[config.mk]
export PLATFORM = sky130hd
export DESIGN_NAME = pm_evt_ctrl
export DESIGN_NICKNAME = d
export VERILOG_FILES = /design/src/rtl/pm_evt_pkg.sv /design/src/rtl/pm_io_decode.sv /design/src/rtl/pm_tmr.sv /design/src/rtl/pm_evt_regs.sv /design/src/rtl/pm_evt_ctrl.sv
export SDC_FILE = /design/constraint.sdc
export NUM_CORES = 1
export LEC_CHECK = 0
export CORE_ASPECT_RATIO = 2
export CORE_UTILIZATION = 46
export DETAILED_ROUTE_END_ITERATION = 8
export PLACE_DENSITY = 0.86
export SKIP_LAST_GASP = 1
export SLEW_MARGIN = 10
export SYNTH_ARGS = -nofsm -noshare
export SYNTH_HDL_FRONTEND = slang
export SYNTH_SLANG_ARGS = --single-unit
[constraint.sdc]
create_clock -name clk_i -period 5.5 [get_ports clk_i]
set_input_delay 1.1 -clock clk_i [delete_from_list [all_inputs] [get_ports clk_i]]
set_output_delay 1.1 -clock clk_i [all_outputs]
set_load 0.005 [all_outputs]
[src/rtl/pm_evt_pkg.sv]
package pm_evt_pkg;
  localparam int OFF_W = 4;
  localparam logic [OFF_W-1:0] OFF_STS = 4'h0;
  localparam logic [OFF_W-1:0] OFF_EN  = 4'h2;
  localparam logic [OFF_W-1:0] OFF_CTL = 4'h4;
  localparam logic [OFF_W-1:0] OFF_TMR = 4'h8;

  localparam int BIT_TMR = 0;
  localparam int BIT_GBL = 5;
  localparam int BIT_PWR = 8;
  localparam int BIT_RTC = 10;

  // implemented status bits are exactly the interrupt sources
  localparam logic [15:0] SCI_MASK = 16'h0521;

  localparam logic [3:0] BE_WORD  = 4'b0011;
  localparam logic [3:0] BE_DWORD = 4'b1111;

  typedef enum logic [2:0] {RD_NONE, RD_STS, RD_EN, RD_CTL, RD_TMR} rd_sel_e;
endpackage

[src/rtl/pm_io_decode.sv]
module pm_io_decode
  import pm_evt_pkg::*;
#(
  parameter int ADDR_W   = 16,
  parameter int WIN_BITS = 6
) (
  input  logic              clk_i,
  input  logic              rst_ni,
  input  logic [31:0]       cfg_base_i,
  input  logic              cfg_en_i,
  input  logic [ADDR_W-1:0] addr_i,
  input  logic [3:0]        be_i,
  input  logic              wr_i,
  input  logic              rd_i,
  output logic              wr_sts_o,
  output logic              wr_en_o,
  output logic              wr_ctl_o,
  output rd_sel_e           rd_sel_o
);
  logic             hit, word_acc, dword_acc;
  logic [OFF_W-1:0] off;
  logic             unused_base;

  assign hit       = cfg_en_i && (addr_i[ADDR_W-1:WIN_BITS] == cfg_base_i[ADDR_W-1:WIN_BITS]);
  assign off       = addr_i[OFF_W-1:0];
  assign word_acc  = (be_i == BE_WORD);
  assign dword_acc = (be_i == BE_DWORD);
  assign unused_base = ^{cfg_base_i[31:ADDR_W], cfg_base_i[WIN_BITS-1:0],
                         addr_i[WIN_BITS-1:OFF_W]};

  always_comb begin
    wr_sts_o = 1'b0;
    wr_en_o  = 1'b0;
    wr_ctl_o = 1'b0;
    if (wr_i && hit && word_acc) begin
      wr_sts_o = (off == OFF_STS);
      wr_en_o  = (off == OFF_EN);
      wr_ctl_o = (off == OFF_CTL);
    end
  end

  always_comb begin
    rd_sel_o = RD_NONE;
    if (rd_i && hit) begin
      if (word_acc) begin
        case (off)
          OFF_STS: rd_sel_o = RD_STS;
          OFF_EN:  rd_sel_o = RD_EN;
          OFF_CTL: rd_sel_o = RD_CTL;
          default: rd_sel_o = RD_NONE;
        endcase
      end else if (dword_acc && off == OFF_TMR) begin
        rd_sel_o = RD_TMR;
      end
    end
  end

  // at most one register strobe per access
  a_r3_one_strobe: assert property (@(posedge clk_i) disable iff (!rst_ni)
    $onehot0({wr_sts_o, wr_en_o, wr_ctl_o}));
  // dword writes reach no register
  a_r9_dword_wr_none: assert property (@(posedge clk_i) disable iff (!rst_ni)
    (be_i == BE_DWORD) |-> !(wr_sts_o || wr_en_o || wr_ctl_o));
  // no decode while disabled
  a_r2_off_quiet: assert property (@(posedge clk_i) disable iff (!rst_ni)
    !cfg_en_i |-> (rd_sel_o == RD_NONE && !wr_sts_o && !wr_en_o && !wr_ctl_o));
endmodule

[src/rtl/pm_tmr.sv]
module pm_tmr #(
  parameter int TMR_W = 24
) (
  input  logic             clk_i,
  input  logic             rst_ni,
  output logic [TMR_W-1:0] cnt_o,
  output logic             flip_o
);
  logic [TMR_W-1:0] cnt_q;

  always_ff @(posedge clk_i or negedge rst_ni) begin
    if (!rst_ni) cnt_q <= '0;
    else         cnt_q <= cnt_q + 1'b1;
  end

  assign cnt_o  = cnt_q;
  // top bit changes on the coming edge
  assign flip_o = &cnt_q[TMR_W-2:0];

  a_r7_step: assert property (@(posedge clk_i) disable iff (!rst_ni)
    1'b1 |=> cnt_q == $past(cnt_q) + 1'b1);
  a_r8_flip_msb: assert property (@(posedge clk_i) disable iff (!rst_ni)
    flip_o |=> cnt_q[TMR_W-1] != $past(cnt_q[TMR_W-1]));
endmodule

[src/rtl/pm_evt_regs.sv]
module pm_evt_regs
  import pm_evt_pkg::*;
(
  input  logic        clk_i,
  input  logic        rst_ni,
  input  logic        wr_sts_i,
  input  logic        wr_en_i,
  input  logic        wr_ctl_i,
  input  logic [15:0] wdata_i,
  input  logic        tmr_flip_i,
  input  logic        gbl_evt_i,
  input  logic        pwr_evt_i,
  input  logic        rtc_evt_i,
  output logic [15:0] sts_o,
  output logic [15:0] en_o,
  output logic [15:0] ctl_o,
  output logic        sci_o
);
  logic [15:0] sts_q, en_q, ctl_q;
  logic [15:0] set_vec, clr_vec;

  always_comb begin
    set_vec = '0;
    set_vec[BIT_TMR] = tmr_flip_i;
    set_vec[BIT_GBL] = gbl_evt_i;
    set_vec[BIT_PWR] = pwr_evt_i;
    set_vec[BIT_RTC] = rtc_evt_i;
  end
  assign clr_vec = wr_sts_i ? wdata_i : 16'h0000;

  always_ff @(posedge clk_i or negedge rst_ni) begin
    if (!rst_ni) begin
      sts_q <= '0;
      en_q  <= '0;
      ctl_q <= '0;
    end else begin
      // a new event outranks a same-cycle acknowledge
      sts_q <= ((sts_q & ~clr_vec) | set_vec) & SCI_MASK;
      if (wr_en_i)  en_q  <= wdata_i;
      if (wr_ctl_i) ctl_q <= wdata_i;
    end
  end

  assign sts_o = sts_q;
  assign en_o  = en_q;
  assign ctl_o = ctl_q;
  assign sci_o = |(sts_q & en_q & SCI_MASK);

  a_r5_w1c_tmr: assert property (@(posedge clk_i) disable iff (!rst_ni)
    (wr_sts_i && wdata_i[BIT_TMR] && !tmr_flip_i) |=> !sts_q[BIT_TMR]);
  a_r5_w0_keep: assert property (@(posedge clk_i) disable iff (!rst_ni)
    (wr_sts_i && !wdata_i[BIT_PWR] && sts_q[BIT_PWR]) |=> sts_q[BIT_PWR]);
  a_r6_evt_wins: assert property (@(posedge clk_i) disable iff (!rst_ni)
    pwr_evt_i |=> sts_q[BIT_PWR]);
  a_r8_tmr_sts: assert property (@(posedge clk_i) disable iff (!rst_ni)
    tmr_flip_i |=> sts_q[BIT_TMR]);
  a_r2_regs_hold: assert property (@(posedge clk_i) disable iff (!rst_ni)
    !(wr_en_i || wr_ctl_i) |=> ($stable(en_q) && $stable(ctl_q)));
  a_r10_sci_rise_cause: assert property (@(posedge clk_i) disable iff (!rst_ni)
    $rose(sci_o) |-> $past(wr_en_i || (|set_vec)));
  a_r10_sci_fall_cause: assert property (@(posedge clk_i) disable iff (!rst_ni)
    $fell(sci_o) |-> $past(wr_sts_i || wr_en_i));
endmodule

[src/rtl/pm_evt_ctrl.sv]
module pm_evt_ctrl
  import pm_evt_pkg::*;
#(
  parameter int ADDR_W   = 16,
  parameter int WIN_BITS = 6,
  parameter int TMR_W    = 24
) (
  input  logic              clk_i,
  input  logic              rst_ni,
  input  logic [31:0]       cfg_base_i,
  input  logic [7:0]        cfg_ctl_i,
  input  logic [ADDR_W-1:0] io_addr_i,
  input  logic [3:0]        io_be_i,
  input  logic              io_wr_i,
  input  logic              io_rd_i,
  input  logic [31:0]       io_wdata_i,
  output logic [31:0]       io_rdata_o,
  input  logic              gbl_evt_i,
  input  logic              pwrbtn_evt_i,
  input  logic              rtc_evt_i,
  output logic              sci_o
);
  localparam int PAD_W = 32 - TMR_W;

  logic             wr_sts, wr_en, wr_ctl, tmr_flip;
  rd_sel_e          rd_sel;
  logic [TMR_W-1:0] tmr_cnt;
  logic [15:0]      sts, en, ctl;
  logic             unused_in;

  assign unused_in = ^{cfg_ctl_i[7:1], io_wdata_i[31:16]};

  pm_io_decode #(.ADDR_W(ADDR_W), .WIN_BITS(WIN_BITS)) u_dec (
    .clk_i, .rst_ni,
    .cfg_base_i, .cfg_en_i(cfg_ctl_i[0]),
    .addr_i(io_addr_i), .be_i(io_be_i), .wr_i(io_wr_i), .rd_i(io_rd_i),
    .wr_sts_o(wr_sts), .wr_en_o(wr_en), .wr_ctl_o(wr_ctl), .rd_sel_o(rd_sel)
  );

  pm_tmr #(.TMR_W(TMR_W)) u_tmr (
    .clk_i, .rst_ni, .cnt_o(tmr_cnt), .flip_o(tmr_flip)
  );

  pm_evt_regs u_regs (
    .clk_i, .rst_ni,
    .wr_sts_i(wr_sts), .wr_en_i(wr_en), .wr_ctl_i(wr_ctl),
    .wdata_i(io_wdata_i[15:0]), .tmr_flip_i(tmr_flip),
    .gbl_evt_i, .pwr_evt_i(pwrbtn_evt_i), .rtc_evt_i,
    .sts_o(sts), .en_o(en), .ctl_o(ctl), .sci_o
  );

  always_comb begin
    case (rd_sel)
      RD_STS:  io_rdata_o = {16'h0000, sts};
      RD_EN:   io_rdata_o = {16'h0000, en};
      RD_CTL:  io_rdata_o = {16'h0000, ctl};
      RD_TMR:  io_rdata_o = {{PAD_W{1'b0}}, tmr_cnt};
      default: io_rdata_o = '0;
    endcase
  end

  a_r9_idle_zero: assert property (@(posedge clk_i) disable iff (!rst_ni)
    !io_rd_i |-> io_rdata_o == 32'h0);
  a_r1_sci_needs_en: assert property (@(posedge clk_i) disable iff (!rst_ni)
    (en & SCI_MASK) == 16'h0 |-> !sci_o);
endmodule

* Word level (Yosys, flattened, before mapping)
Cells that the tools add are included.
Widths: inputs -> output; s select.
** Storage, ports and cells
- Bits in registers :: 60
- Input port bits :: 99
** Cells by class
- Add/sub/neg operators :: 1
- Eq/ne operators :: 10
- Muxes and demuxes :: 9
- Bitwise logic cells :: 4
- Reduce and logical (&&, ||, !) cells :: 8
** Operator list (count)
- $pmux 24 s4 :: 1
- $add 24x1->24 const B :: 1
- $reduce_and 23->1 :: 1
- $and 11x11->11 :: 2
- $mux 11 :: 1
- $not 11->11 :: 1
- $or 11x11->11 :: 1
- $eq 10x10->1 :: 1
- $mux 3 :: 3
- $eq 4x2->1 const B :: 2
- $eq 4x4->1 const B :: 2
- $eq 3x2->1 const B :: 2
- $pmux 2 s3 :: 1
- $logic_and 1x1->1 :: 5
- $eq 4x3->1 const B :: 1
- $logic_not 4->1 :: 1
- $reduce_or 4->1 :: 1
- $eq 3x1->1 const B :: 1
- $eq 3x3->1 const B :: 1
- $mux 1 :: 3

* Longest topological paths before layout
Gate-level depths: netlist (run 1).
- Word-level depth :: 9
- Mapped depth :: 7
- Gate-level depth less buffers :: 6

* Modules after synthesis
A second synthesis (run 1) with hierarchy kept.
** Second synthesis, totals
- Cell total of the unflattened synthesis :: 317
- Area, all modules :: 3664.8 um2
** Modules (own cells, without submodules)
- pm_evt_regs :: instances 1, cells an instance 96, area each 1556.5 um2
- pm_tmr :: instances 1, cells an instance 91, area each 1043.5 um2
- pm_evt_ctrl :: instances 1, cells an instance 97, area each 824.5 um2
- pm_io_decode :: instances 1, cells an instance 33, area each 240.2 um2

* Worst setup path before layout (run 1)
No wires, ideal clock.
- Kind :: input port to output port
- Start point :: in io_addr_i[2]
- End point :: out io_rdata_o[12]
- Arrival :: 2.488 ns
- Data required time :: 4.400 ns
- Setup slack :: 1.912 ns
- Stages on the path :: 6
- Path buffers :: 2
- Cell sequence :: clkbuf_1 -> nand4b_1 -> nor3_1 -> clkbuf_1 -> a222oi_1 -> nor2_1
** Between the ends
- Longest elaborated chain between the ends :: 7
** RTL lines
- from (decl) :: RTL line pm_evt_ctrl.sv:12 : input logic [ADDR_W-1:0] io_addr_i,
- $eq 4x4->1 :: RTL line pm_io_decode.sv:52 : end else if (dword_acc && off == OFF_TMR) begin
- $logic_and 1x1->1 :: RTL line pm_io_decode.sv:52
- $mux 3 :: RTL line pm_io_decode.sv:52
- $mux 3 * :: RTL line pm_io_decode.sv:45 : if (word_acc) begin
- $mux 3 * :: RTL line pm_io_decode.sv:44 : if (rd_i && hit) begin
- $eq 3x3->1 (tied with other cells) :: RTL line pm_evt_ctrl.sv:53 : case (rd_sel)
- $pmux 24 s4 * :: RTL line pm_evt_ctrl.sv:53
- to (decl) :: RTL line pm_evt_ctrl.sv:17 : output logic [31:0] io_rdata_o,
Every way passes the cells marked *; elsewhere a longest branch is shown, timed or not.

* Worst setup path after layout (run 1)
- Start point :: in io_be_i[3]
- End point :: out io_rdata_o[0]
** Between the ends
- Longest elaborated chain between the ends :: 7
** RTL lines
- from (decl) :: RTL line pm_evt_ctrl.sv:13 : input logic [3:0] io_be_i,
- $eq 4x4->1 :: RTL line pm_io_decode.sv:27 : assign dword_acc = (be_i == BE_DWORD);
- $logic_and 1x1->1 :: RTL line pm_io_decode.sv:52
- $mux 3 :: RTL line pm_io_decode.sv:52
- $mux 3 * :: RTL line pm_io_decode.sv:45
- $mux 3 * :: RTL line pm_io_decode.sv:44
- $eq 3x3->1 (tied with other cells) :: RTL line pm_evt_ctrl.sv:53
- $pmux 24 s4 * :: RTL line pm_evt_ctrl.sv:53
Marks and branches as above.

==> flow_summary_export.csv, run 1 <==
group,metric,value,unit
run_status,status,"complete, no violations",
yosys,yosys-top-cells-area,"dfrtp_1 (48%), mux2_2 (9.4%), xnor2_1 (6.7%)",
route,drc,0,
route,dr.pass1.iters,4,
placed_design,place.gp.congestion,0.786,
clocking,ctsHtreeMaxLevel,3,
route,via_count,2507,
yosys,synth_seq_cells,60,
floorplanning,fp.coreArea,6570,um2
finish,area.sequential,1500,um2
yosys,syn_avg_cell_area,11.6,um2
global_routing,grt-ovfl-total,0,
global_routing,grt_pass1_wl,12.3,mm
setup_path,crit_chain,"clkdlybuf4s50_1 > or3_1 > or2_4 > nor3b_4 > buf_4 > nand2_1 > a21oi_1 > clkdlybuf4s50_1",
setup_path,cpMaxStageDelayCell,"clkdlybuf4s50_1",
route,drt_iter0_markers,139,
sta,drv_slew,0,
setup_path,slowest_delay,0.54,ns
floorplanning,initial_core_util,47.5,%
global_routing,antenna_found_initial,0,
clocking,path_clk_slew,0.05,ns
yosys,yosysMostFrequentCell,"dfrtp_1",
pwr,p_leak,1.86,nW
finish,n_fill_cell,501,
clocking,cts_resized,0,
clocking,postCtsHoldBufs,0,
setup_path,crit_arrival,3.71,ns
clocking,post_cts_buffers,0,
yosys,synthTopCellsByCount,"dfrtp_1 (60), mux2_2 (26), xnor2_1 (24), nand2_1 (14), nor2_1 (13)",
setup_path,end_kind,"primary output",
yosys,synth_top_area_share,48.2,%
route,vias_per_cell,5.65,
sta,worst_slew_pin_slew,0.762,ns
global_routing,grt_pass1_vias,2665,
route,wirelength,7.62,mm
finish,antenna_cells,0,
yosys,netlist_instances,268,
sta,period_share,87.5,%
floorplanning,die_area,7130,um2
clocking,clk_latency,0.33,ns
job,cap_violations,0,
floorplanning,fp.dieW,60.2,um
setup_path,worstPathRequired,4.40,ns
yosys,synth_area_leader_cell,"dfrtp_1",
sta,whs,0.463,ns
yosys,synth_ff_type,"dfrtp_1",
placed_design,numPortBuffers,76,
yosys,netlist_area,3120,um2
placed_design,hpwlAfterDp,5.28,mm
setup_path,worstSetupPathType,"in -> out",
finish,area_growth,36.2,%
sta,fmax,208,MHz
clocking,cts_tree,"done",
route,wl_per_cell,17.2,um
finish,finalInstanceArea,4250,um2
clocking,cts_sinks,60,
pwr,ir_drop,0.140,mV
placed_design,placed_area,3960,um2
clocking,clockRootBuffer,"clkbuf_16",
sta,hold_viol_final,0,
pwr,p_per_area,247,nW/um2
setup_path,crit_top_cell,"clkdlybuf4s50_1",
yosys,synth-edff-count,0,
worst_hold_path,min_path_type,"reg -> reg",
floorplanning,top_level_ports,132,
sta,clock_skew,0.00310,ns
yosys,async_flop_share,100,%
setup_path,startpoint_type,"input port",
sta,fin_setup_tns,0,ns
setup_path,cp_max_fo,9,
setup_path,rrSetupSlack,3.55,ns
sta,setup_viol,0,
floorplanning,die_y,118,um
yosys,yosysWarnings,0,
global_routing,grt_max_degree,61,
yosys,synth_seq_area_share,48.2,%
floorplanning,rows,42,
clocking,cts_buffers,9,
sta,fin_crit,4.81,ns
sta,maxSlewHeadroom,49.2,%
finish,multi_input_area,1530,um2
route,ant_nets,0,
clocking,clock_path_buffers,2,
global_routing,grt_use_total,23.6,%
finish,nets,452,
yosys,synth_cell_types,37,
finish,drive_above_1_share,18.3,%
sta,rsz0062_at_grt,"false",
final timing paths:
path / from / endpoint / cells past startpoint
worst max register to register: u_tmr.cnt_o[0] / u_regs.sts_o[0] / 6
worst min register to register: u_tmr.cnt_o[23] / u_tmr.cnt_o[23] / 1
max in group asynchronous: rst_ni / u_regs.ctl_o[11] / 2
min in group asynchronous: rst_ni / u_regs.ctl_o[3] / 2
worst min-delay path: u_tmr.cnt_o[23] / u_tmr.cnt_o[23] / 1
worst max-delay path: io_be_i[3] / io_rdata_o[0] / 8
cell type report:
cell class	instances	area share, %
clock buffer	14	6.69
clock inverter	1	0.118
inverter	3	0.265
multi-input combinational	195	35.9
sequential	60	35.4
tap	88	2.59
timing repair buffer	83	19.0
cells by family after synthesis:
family / count (synthesis) / share of synthesized area [%]
buf+inv: 20 / 3.93
mux: 36 / 14.2
simple gates: 90 / 17.0
other cells: 1 / 0.120
flops: 60 / 48.2
compound gates: 29 / 7.50
fa+ha+maj: 1 / 0.401
xor+xnor: 31 / 8.71
cells in the final DEF (no fill, tap or decap), types with 10 or more instances in the layout:
master,n
clkdlybuf4s50_1,75
nor2_1,13
nand2_1,14
mux2_2,26
dfrtp_1,60
xnor2_1,24
a222oi_1,11
mux2_4,10
critical path: cells and delay by family:
family | cells | cell delay (ns)
buf+inv | 3 | 1.23
compound gates | 1 | 0.15
simple gates | 4 | 1.24
state kept, by name, indices dropped and copies added (netlist names):
register	cells
u_regs.sts_o	4
u_tmr.cnt_o	24
u_regs.en_o	16
u_regs.ctl_o	16
power breakdown:
group	internal [mW]	switching, mW
sequential	0.442	0.0000117
clock	0.350	0.186
combinational	0.0421	0.0277
per-stage QoR:
stage / cells / power (mW) / worst slack (ns) / util, %
after global placement: 429 / 0.518 / 0.768 / 60.2
after global routing: 444 / 1.08 / 0.611 / 64.6
after floorplan: 275 / 0.470 / 1.91 / -
after CTS: 444 / 1.06 / 0.743 / 64.6
final: 444 / 1.05 / 0.690 / 64.6
after detailed placement: 429 / 0.520 / 0.742 / 60.2
per-layer routing:
layer	wire [um]	global-route usage, %	up-vias	share of wire [%]
met1	2600	25.1	1252	34
met2	4370	40.9	113	57
met3	390	4.70	17	5.1
met4	255	13.4	0	3.3
li1	-	-	1125	-
met5	0	0	-	0
Note: power is estimated with default switching activity, not from simulation.
==> inputs of run 2 (changes only) <==
- CAP_MARGIN: not set -> 20
- TNS_END_PERCENT: not set -> 10
==> results of run 2 <==
Same layout as run 1: the final DEF is identical, and so are final timing and power.
